[src/rtl/qecc_pkg.sv]
package qecc_pkg;

  localparam int DATA_W = 64;
  localparam int HAM_W  = 7;
  localparam int CHK_W  = HAM_W + 1;
  localparam int LANES  = DATA_W / 8;

  typedef logic [HAM_W-1:0] pos_t;

  typedef enum logic [1:0] {
    MODE_OFF     = 2'b00,
    MODE_DETECT  = 2'b01,
    MODE_CORRECT = 2'b10,
    MODE_SCRUB   = 2'b11
  } integrity_e;

  typedef struct packed {
    logic capture;   // latch the host request
    logic evaluate;  // decoded memory word is on the read bus
    logic opRead;    // the latched request is a read
    logic wbSel;     // memory port driven from the write-back register
  } ctlStrobe_t;

  // codeword position of data bit idx: non-power-of-two positions from 3 upward
  function automatic pos_t dataPos(int idx);
    int seen;
    pos_t r;
    seen = 0;
    r = '0;
    for (int p = 3; p < (1 << HAM_W); p++) begin
      if ((p & (p - 1)) != 0) begin
        if (seen == idx) r = pos_t'(p);
        seen++;
      end
    end
    return r;
  endfunction

  // data bits covered by check bit j
  function automatic logic [DATA_W-1:0] colMask(int j);
    logic [DATA_W-1:0] m;
    pos_t p;
    m = '0;
    for (int i = 0; i < DATA_W; i++) begin
      p = dataPos(i);
      m[i] = p[j];
    end
    return m;
  endfunction

endpackage

[src/rtl/qecc_hamming.sv]
module qecc_hamming
  import qecc_pkg::*;
(
  input  logic [DATA_W-1:0] data,
  output logic [HAM_W-1:0]  ham
);
  for (genvar j = 0; j < HAM_W; j++) begin : g_col
    localparam logic [DATA_W-1:0] MASK = colMask(j);
    assign ham[j] = ^(data & MASK);
  end
endmodule

[src/rtl/qecc_decoder.sv]
module qecc_decoder
  import qecc_pkg::*;
(
  input  logic [DATA_W-1:0] rdata,
  input  logic [CHK_W-1:0]  rcheck,
  output logic [DATA_W-1:0] corrData,
  output logic              single,
  output logic              multi
);
  logic [HAM_W-1:0]  recomputed;
  pos_t              synd;
  logic              parOdd;
  logic [DATA_W-1:0] hit;
  logic              anyHit;
  logic              checkPos;
  logic              syndZero;

  qecc_hamming u_ham (.data(rdata), .ham(recomputed));

  assign synd   = recomputed ^ rcheck[HAM_W-1:0];
  assign parOdd = ^{rdata, rcheck};

  for (genvar i = 0; i < DATA_W; i++) begin : g_hit
    localparam pos_t POS = dataPos(i);
    assign hit[i] = (synd == POS);
  end

  assign anyHit   = |hit;
  assign syndZero = (synd == '0);
  assign checkPos = !syndZero && ((synd & (synd - 1'b1)) == '0);

  always_comb begin
    single   = parOdd && (syndZero || anyHit || checkPos);
    multi    = (!parOdd && !syndZero) || (parOdd && !(syndZero || anyHit || checkPos));
    corrData = parOdd ? (rdata ^ hit) : rdata;
  end
endmodule

[src/rtl/qecc_control.sv]
module qecc_control
  import qecc_pkg::*;
(
  input  logic       clk,
  input  logic       rst,
  input  logic       hostReq,
  input  logic       hostWe,
  input  logic       hostBeFull,
  input  logic       needScrub,
  output logic       hostReady,
  output logic       memEn,
  output logic       memWe,
  output ctlStrobe_t strobe
);
  typedef enum logic [1:0] {ST_IDLE, ST_CHECK, ST_WRBACK} state_e;

  state_e stateQ, stateD;
  logic   opReadQ;

  always_comb begin
    stateD          = stateQ;
    hostReady       = 1'b0;
    memEn           = 1'b0;
    memWe           = 1'b0;
    strobe          = '0;
    strobe.opRead   = opReadQ;
    unique case (stateQ)
      ST_IDLE: begin
        hostReady = 1'b1;
        if (hostReq) begin
          strobe.capture = 1'b1;
          memEn          = 1'b1;
          memWe          = hostWe && hostBeFull;
          if (!(hostWe && hostBeFull)) stateD = ST_CHECK;
        end
      end
      ST_CHECK: begin
        strobe.evaluate = 1'b1;
        stateD = (!opReadQ || needScrub) ? ST_WRBACK : ST_IDLE;
      end
      ST_WRBACK: begin
        memEn        = 1'b1;
        memWe        = 1'b1;
        strobe.wbSel = 1'b1;
        stateD       = ST_IDLE;
      end
      default: stateD = ST_IDLE;
    endcase
  end

  always_ff @(posedge clk) begin
    if (rst) begin
      stateQ  <= ST_IDLE;
      opReadQ <= 1'b0;
    end else begin
      stateQ <= stateD;
      if (strobe.capture) opReadQ <= !hostWe;
    end
  end
endmodule

[src/rtl/qecc_datapath.sv]
module qecc_datapath
  import qecc_pkg::*;
#(
  parameter int ADDR_W = 10
) (
  input  logic              clk,
  input  logic              rst,
  input  ctlStrobe_t        strobe,
  input  logic [1:0]        mode,
  input  logic [ADDR_W-1:0] hostAddr,
  input  logic [DATA_W-1:0] hostWdata,
  input  logic [LANES-1:0]  hostBe,
  input  logic [DATA_W-1:0] memRdata,
  input  logic [CHK_W-1:0]  memRcheck,
  output logic              needScrub,
  output logic              rspValid,
  output logic [DATA_W-1:0] rspData,
  output logic              sbeErr,
  output logic              mbeErr,
  output logic [ADDR_W-1:0] errAddr,
  output logic [ADDR_W-1:0] memAddr,
  output logic [DATA_W-1:0] memWdata,
  output logic [CHK_W-1:0]  memWcheck
);
  logic [ADDR_W-1:0] reqAddr;
  logic [DATA_W-1:0] reqData;
  logic [LANES-1:0]  reqBe;
  logic [DATA_W-1:0] wbData;

  logic [DATA_W-1:0] corrData;
  logic              decSingle, decMulti;
  logic              checkOn, correctOn;
  logic [DATA_W-1:0] srcWord;
  logic [DATA_W-1:0] merged;
  logic [HAM_W-1:0]  outHam;

  qecc_decoder u_dec (
    .rdata   (memRdata),
    .rcheck  (memRcheck),
    .corrData(corrData),
    .single  (decSingle),
    .multi   (decMulti)
  );

  assign checkOn   = (mode != MODE_OFF);
  assign correctOn = mode[1];
  assign srcWord   = (correctOn && decSingle) ? corrData : memRdata;
  assign needScrub = (mode == MODE_SCRUB) && decSingle;

  for (genvar b = 0; b < LANES; b++) begin : g_lane
    assign merged[8*b +: 8] = reqBe[b] ? reqData[8*b +: 8] : srcWord[8*b +: 8];
  end

  always_ff @(posedge clk) begin
    if (rst) begin
      reqAddr  <= '0;
      reqData  <= '0;
      reqBe    <= '0;
      wbData   <= '0;
      rspValid <= 1'b0;
      rspData  <= '0;
      sbeErr   <= 1'b0;
      mbeErr   <= 1'b0;
      errAddr  <= '0;
    end else begin
      rspValid <= strobe.evaluate && strobe.opRead;
      sbeErr   <= strobe.evaluate && checkOn && decSingle;
      mbeErr   <= strobe.evaluate && checkOn && decMulti;
      if (strobe.capture) begin
        reqAddr <= hostAddr;
        reqData <= hostWdata;
        reqBe   <= hostBe;
      end
      if (strobe.evaluate) begin
        if (strobe.opRead) rspData <= srcWord;
        wbData <= strobe.opRead ? corrData : merged;
        if (checkOn && (decSingle || decMulti)) errAddr <= reqAddr;
      end
    end
  end

  assign memAddr  = strobe.wbSel ? reqAddr : hostAddr;
  assign memWdata = strobe.wbSel ? wbData : hostWdata;

  qecc_hamming u_enc (.data(memWdata), .ham(outHam));

  assign memWcheck = {^{memWdata, outHam}, outHam};
endmodule

[src/rtl/qecc_scrub_top.sv]
module qecc_scrub_top
  import qecc_pkg::*;
#(
  parameter int ADDR_W = 10
) (
  input  logic              clk,
  input  logic              rst,
  input  logic [1:0]        mode,
  input  logic              hostReq,
  input  logic              hostWe,
  input  logic [ADDR_W-1:0] hostAddr,
  input  logic [63:0]       hostWdata,
  input  logic [7:0]        hostBe,
  output logic              hostReady,
  output logic              rspValid,
  output logic [63:0]       rspData,
  output logic              sbeErr,
  output logic              mbeErr,
  output logic [ADDR_W-1:0] errAddr,
  output logic              memEn,
  output logic              memWe,
  output logic [ADDR_W-1:0] memAddr,
  output logic [63:0]       memWdata,
  output logic [7:0]        memWcheck,
  input  logic [63:0]       memRdata,
  input  logic [7:0]        memRcheck
);
  ctlStrobe_t strobe;
  logic       needScrub;

  qecc_control u_ctl (
    .clk       (clk),
    .rst       (rst),
    .hostReq   (hostReq),
    .hostWe    (hostWe),
    .hostBeFull(&hostBe),
    .needScrub (needScrub),
    .hostReady (hostReady),
    .memEn     (memEn),
    .memWe     (memWe),
    .strobe    (strobe)
  );

  qecc_datapath #(.ADDR_W(ADDR_W)) u_dp (
    .clk      (clk),
    .rst      (rst),
    .strobe   (strobe),
    .mode     (mode),
    .hostAddr (hostAddr),
    .hostWdata(hostWdata),
    .hostBe   (hostBe),
    .memRdata (memRdata),
    .memRcheck(memRcheck),
    .needScrub(needScrub),
    .rspValid (rspValid),
    .rspData  (rspData),
    .sbeErr   (sbeErr),
    .mbeErr   (mbeErr),
    .errAddr  (errAddr),
    .memAddr  (memAddr),
    .memWdata (memWdata),
    .memWcheck(memWcheck)
  );
endmodule

[config.mk]
export PLATFORM = sky130hd
export DESIGN_NAME = qecc_scrub_top
export DESIGN_NICKNAME = d
export VERILOG_FILES = /design/src/rtl/qecc_pkg.sv /design/src/rtl/qecc_hamming.sv /design/src/rtl/qecc_decoder.sv /design/src/rtl/qecc_control.sv /design/src/rtl/qecc_datapath.sv /design/src/rtl/qecc_scrub_top.sv
export SDC_FILE = /design/constraint.sdc
export NUM_CORES = 1
export LEC_CHECK = 0
export ABC_AREA = 1
export CAP_MARGIN = 10
export CORE_ASPECT_RATIO = 0.8
export CORE_MARGIN = 5
export CORE_UTILIZATION = 35
export DETAILED_ROUTE_END_ITERATION = 16
export GPL_ROUTABILITY_DRIVEN = 1
export PLACE_DENSITY = 0.64
export REMOVE_ABC_BUFFERS = 1
export SETUP_SLACK_MARGIN = 0.2
export SKIP_LAST_GASP = 1
export SLEW_MARGIN = 5
export SYNTH_ARGS = -nofsm -noshare
export SYNTH_HDL_FRONTEND = slang
export SYNTH_HIERARCHICAL = 1
export SYNTH_SLANG_ARGS = --single-unit
[constraint.sdc]
create_clock -name clk -period 4.75 [get_ports clk]
set_input_delay 0.475 -clock clk [delete_from_list [all_inputs] [get_ports clk]]
set_output_delay 0.475 -clock clk [all_outputs]
set_load 0.02 [all_outputs]
After elaboration in Yosys (flattened, before gate mapping)
Index checks and enable logic that the tools add are counted.
{ "totals": {"reg_bits": 226, "output_inout_bits": 162, "wordCells": 156} }
{ "op_classes": {"n_addsub": 1, "n_eq_ne": 69, "n_mux": 25, "n_bitwise": 3, "n_reduce_logical": 47} }
{ "ops": {"columns": ["cell", "n"], "rows": [
  ["parity 64 bit", 14],
  ["two-way mux 64 bit", 4],
  ["== test 7 x 6 -> 1 bit (second input constant)", 31],
  ["== test 7 x 5 -> 1 bit (second input constant)", 15],
  ["parity 72 bit", 1],
  ["parity 71 bit", 1],
  ["two-way mux 8 bit", 8],
  ["OR reduction 64 bit", 1],
  ["XOR 64 bit", 1],
  ["== test 7 x 4 -> 1 bit (second input constant)", 7],
  ["== test 7 bit (second input constant)", 7],
  ["== test 7 x 3 -> 1 bit (second input constant)", 3],
  ["logical NOT 7 bit", 2],
  ["logical AND 1 bit", 12],
  ["two-way mux 10 bit", 1],
  ["AND reduction 8 bit", 1],
  ["AND 7 bit", 1],
  ["== test 7 x 2 -> 1 bit (second input constant)", 1],
  ["subtractor 7 x 1 -> 7 bit (second input constant)", 1],
  ["XOR 7 bit", 1],
  ["two-way mux 1 bit", 6],
  ["two-way mux 2 bit", 3],
  ["AND reduction 2 bit", 3],
  ["logical NOT 1 bit", 5],
  ["8 further kinds", 15]
]} }

Longest topological paths before layout
{ "logic_depth": {"ltp_word": 13, "depth_mapped": 36} }

By module
Netlist, hierarchy kept.
{ "by_module_without_submodules": {"columns": ["mod", "instances", "cells_per_inst", "area_per_inst_um2", "seq_area_each_um2"], "rows": [
  ["qecc_datapath", 1, 1919, 12007.8, 4464.3],
  ["qecc_hamming", 2, 622, 2871.5, 0.0],
  ["qecc_decoder", 1, 872, 4002.6, 0.0],
  ["qecc_control", 1, 24, 170.2, 60.1],
  ["qecc_scrub_top", 1, 11, 41.3, 0.0]
]} }

Least setup slack after synthesis
Ideal clock, no wire load.
{ "synth_path": {"kind": "register to output", "startpoint": "reg u_ctl.stateQ[1]", "endpoint": "out memWcheck[7]", "arrival_ns": 3.926, "required_time_ns": 4.275, "slack_ns": 0.349, "path_stages_with_launch": 34, "path_buffers": 2, "path_cell_list": "dfxtp_1 -> inv_1 -> nor2_1 -> buf_4 -> inv_4 -> buf_2 -> o21ai_0 -> nand2_1 -> nand2_1 -> nand2_1 -> nand2_1 -> nand2_1 -> nand2_1 -> nand2_1 -> nand2_1 -> nand2_1 -> nand2_1 -> inv_1 -> nand2_1 -> nand2_1 -> xnor2_1 -> xnor2_1 -> inv_1 -> nand2_1 -> nand2_1 -> inv_1 -> nand2_1 -> nand2_1 -> inv_2 -> nand2_1 -> nand2_1 -> nand2_1 -> inv_1 -> nor2_1"} }
{ "synth_rtl": {"columns": ["element", "line_no", "text"], "rows": [
  ["start: declaration", "qecc_control.sv:17", "state_e stateQ, stateD;"],
  ["start signal: assignment", "qecc_control.sv:56", "stateQ <= stateD;"],
  ["end: declaration", "qecc_scrub_top.sv:24", "output logic [7:0] memWcheck,"]
]} }

==> impl_results.md <==
- Status: finished clean
- Vias per std cell: about 5.0
- Iteration-0 DRC count of the detailed router: between 2,000 and 3,000
- Asr flop ratio synth: 0%
- TritonCTS Sinks: approximately 230
- Yosys warns: 6
- Reg2Reg Depth: 10
- Synth Register Bits: roughly 230
- Largest family of logic cells by synthesized area: simple AND/OR/NAND/NOR gates
- CP Max Fanout: 8
- Number of global-route vias before repair: approximately 23,000
- Worst-Margin Slew: between 1 and 1.5 ns
- Num rows: between 80 and 90
- Clock skew: between 0.015 and 0.02 ns
- Worst skew pair latency: roughly 0.56 ns
- Leak: ~0.016 uW
- Worst hold-check path type: reg2reg
- Setup WS post-layout: around 0.15 ns
- Area fraction in compound gates after synthesis: a little under 10%
- Final Cycle Share: a little under 100%
- GRT overflow: 0
- Met2 routed WL: about 40,000 um
- Drt first pass iters: 6
- Cell Pwr Density: around 350 nW/um2
- MaxCap Viol Count: 0
- DRC Markers: 0
- Gr usage total: 24.9%
- CTS Buf Count: 28
- Crit path required time: approximately 4.3 ns
- Fillers: roughly 6,500
- CTS tree: built
- RSZ-0062 raised after global routing: yes
- Most frequent cells in the layout: nand2_1 (1,952), inv_1 (345), buf_4 (328)
- Crit path launch type: flip-flop
- Wirelength per Cell: between 15 and 20 um
- IO Port Bufs: about 320
- Antenna-violating nets left: 0
- Hold depth: 2
- Layout area overhead: 38.5%
- Final net count: approximately 4,800
- Top routing layer used: met5
- Kind of critical path: reg2out
- H-tree depth: 1
- Post-synth cell types: 35
- Slowest stage delay, CP: about 0.33 ns
- Final core occ: ~49%
- Post-synthesis xor/xnor area fraction: between 10% and 20%
- CTS Hold Bufs: 0
- Commonest non-fill, non-tap cell in the layout: nand2_1
- Syn Area/Cell: 5.40 um2
- Sequential element share of the synthesized area: 20.6%
- Clock slew at reported path FFs: roughly 0.060 ns
- Simple-Gate Fraction of Synth Area: approximately 46%
- Die height: between 200 and 250 um
- Syn Inst Count: between 4,000 and 5,000
- First-pass GRT wire length: about 140,000 um
- Post-Route M1 WL: roughly 43,000 um
- Fmax: 218 MHz
- Arr. time, crit path: just over 4 ns
- Top_reg_cell synth: dfxtp_1
- Final Hold Fails: 0
- Root Driver: clkbuf_16
- WL final: around 93,000 um
- Crit end category: primary output
- Post-place setup slack: -0.222 ns
- Synth Area in Adders: 0%
- Fin crit period: ~4.6 ns
- Die area: between 60,000 and 70,000 um2
- Die width: approximately 290 um
- Largest net degree at the start of global routing: 111
- Met3 Routed Length: approximately 8100 um
- Crit-path slowest cell: dfxtp_2
- Share of cells above drive strength 1: between 10 and 15%
- Peak supply drop: about 0.27 mV
- CP most frequent cell: nand2_1
- Clock buffer depth: 3
- Slew headroom: ~26%
- Setup violators final: 0
- Initial antenna violation count: 3
- Synthesized cell area: between 20,000 and 25,000 um2
- I/O pin count: approximately 320
- Starting Density: a little over a third
- Mux cell area share after synthesis: roughly 2.9%
- Final Slew Violations: 0
- Core Footprint: ~62,000 um2
- EDFF count, synth: 0
- Hold_ws: ~0.45 ns
- Via Count: 27,200
- Dpl hpwl: 69,600 um
- GPL Wtd Cong: around 0.95
==> cell usage after synthesis, types with 4 or more instances <==
cell      number  area share (%)
buf_1         22            0.38
nor2_1       206             3.5
buf_4         15            0.51
nand3_2        9            0.41
buf_6         11            0.56
nor3_1         5            0.11
nand3_1      222             5.1
a21oi_1       30            0.68
o21ai_1       11            0.25
inv_2         37            0.63
o21ai_0      307             7.0
inv_1        358             6.1
xor2_1       118             4.7
nand3b_1      14            0.48
dfxtp_1      226              21
mux2i_1       64             2.9
buf_2         39            0.89
clkbuf_1      85             1.5
nand2_2       19            0.54
nand4_1       15            0.43
nand2_1     2055              35
xnor2_2        5            0.37
xnor2_1      109             4.3
xor2_2         8            0.59
clkbuf_2       4           0.091
a31oi_1       64             1.8
==> worst paths after layout <==
kind                                 startpoint          endpoint  slack, ns
worst min-delay path            u_dp/errAddr[2]   u_dp/errAddr[2]       0.45
worst min register to register  u_dp/errAddr[2]   u_dp/errAddr[2]       0.45
worst max register to register  u_ctl/stateQ[0]  u_dp/rspData[18]       1.87
worst max-delay path            u_ctl/stateQ[1]      memWcheck[7]       0.15
==> flip-flops by register name (all words and copies together), names as in the netlist <==
| name | flops |
|---|---|
| u_dp/reqBe | 8 |
| u_dp/rspValid | 1 |
| u_dp/errAddr | 10 |
| u_dp/wbData | 64 |
| u_ctl/opReadQ | 1 |
| u_dp/reqData | 64 |
| u_dp/rspData | 64 |
| u_ctl/stateQ | 2 |
| u_dp/reqAddr | 10 |
| u_dp/mbeErr | 1 |
| u_dp/sbeErr | 1 |
==> final cells by class <==
type	count	area, um2	area share, %
inverter	398	1520	5.00
sequential	226	4530	14.9
tap	840	1050	3.45
clock inverter	12	169	0.555
antenna	2	5.00	0.0164
multi-input combinational	3270	16000	52.4
timing repair buffer	686	6410	21.1
clock buffer	37	796	2.61
==> stage by stage <==
stage / instances / setup TNS, ns / power, uW / instance area [um2]
5_1_grt: 5471 / -0.118 / 11300 / 30400
3_3_place_gp: 5364 / -3.12 / 7770 / 27900
3_5_place_dp: 5364 / -6.96 / 7810 / 27900
2_1_floorplan: 3894 / -170.50 / 5590 / 21100
4_1_cts: 5431 / 0 / 10200 / 29400
6_report: 5471 / 0 / 10700 / 30400
==> timing repair <==
item / CTS / global route
pin swaps: 15 / 36
setup endpoints to repair: 1 / 118
resized for setup: 100 / 154
setup buffers: 13 / 29
cloned: 5 / 9
==> metal layers <==
layer	up-vias	GRT usage, %
met1	12300	36.7
met5	-	0
li1	13700	-
met3	119	3.22
met4	2	5.14
met2	1109	39.2
==> critical path: cells and delay by family (launching register included) <==
kind	cells	cell delay, ns
AND/OR/NAND/NOR	19	1.75
buffers and inverters	10	0.95
XOR/XNOR	3	0.51
flip-flops	1	0.33
==> logic make-up (layout without fill, tap and decap cells) <==
logic type	Yosys count	count (layout)
muxes	64	64
AOI/OAI and AO/OA	414	414
other	0	2
and+or+nand+nor	2552	2552
xor gates and xnor gates	240	240
buffers and inverters	574	1133
DFF	226	226
==> power breakdown <==
group          internal, uW  switching (uW)
logic                  2460            3770
clock network          1390             902
registers              2050             126
Power figures use the tool's default switching activity.
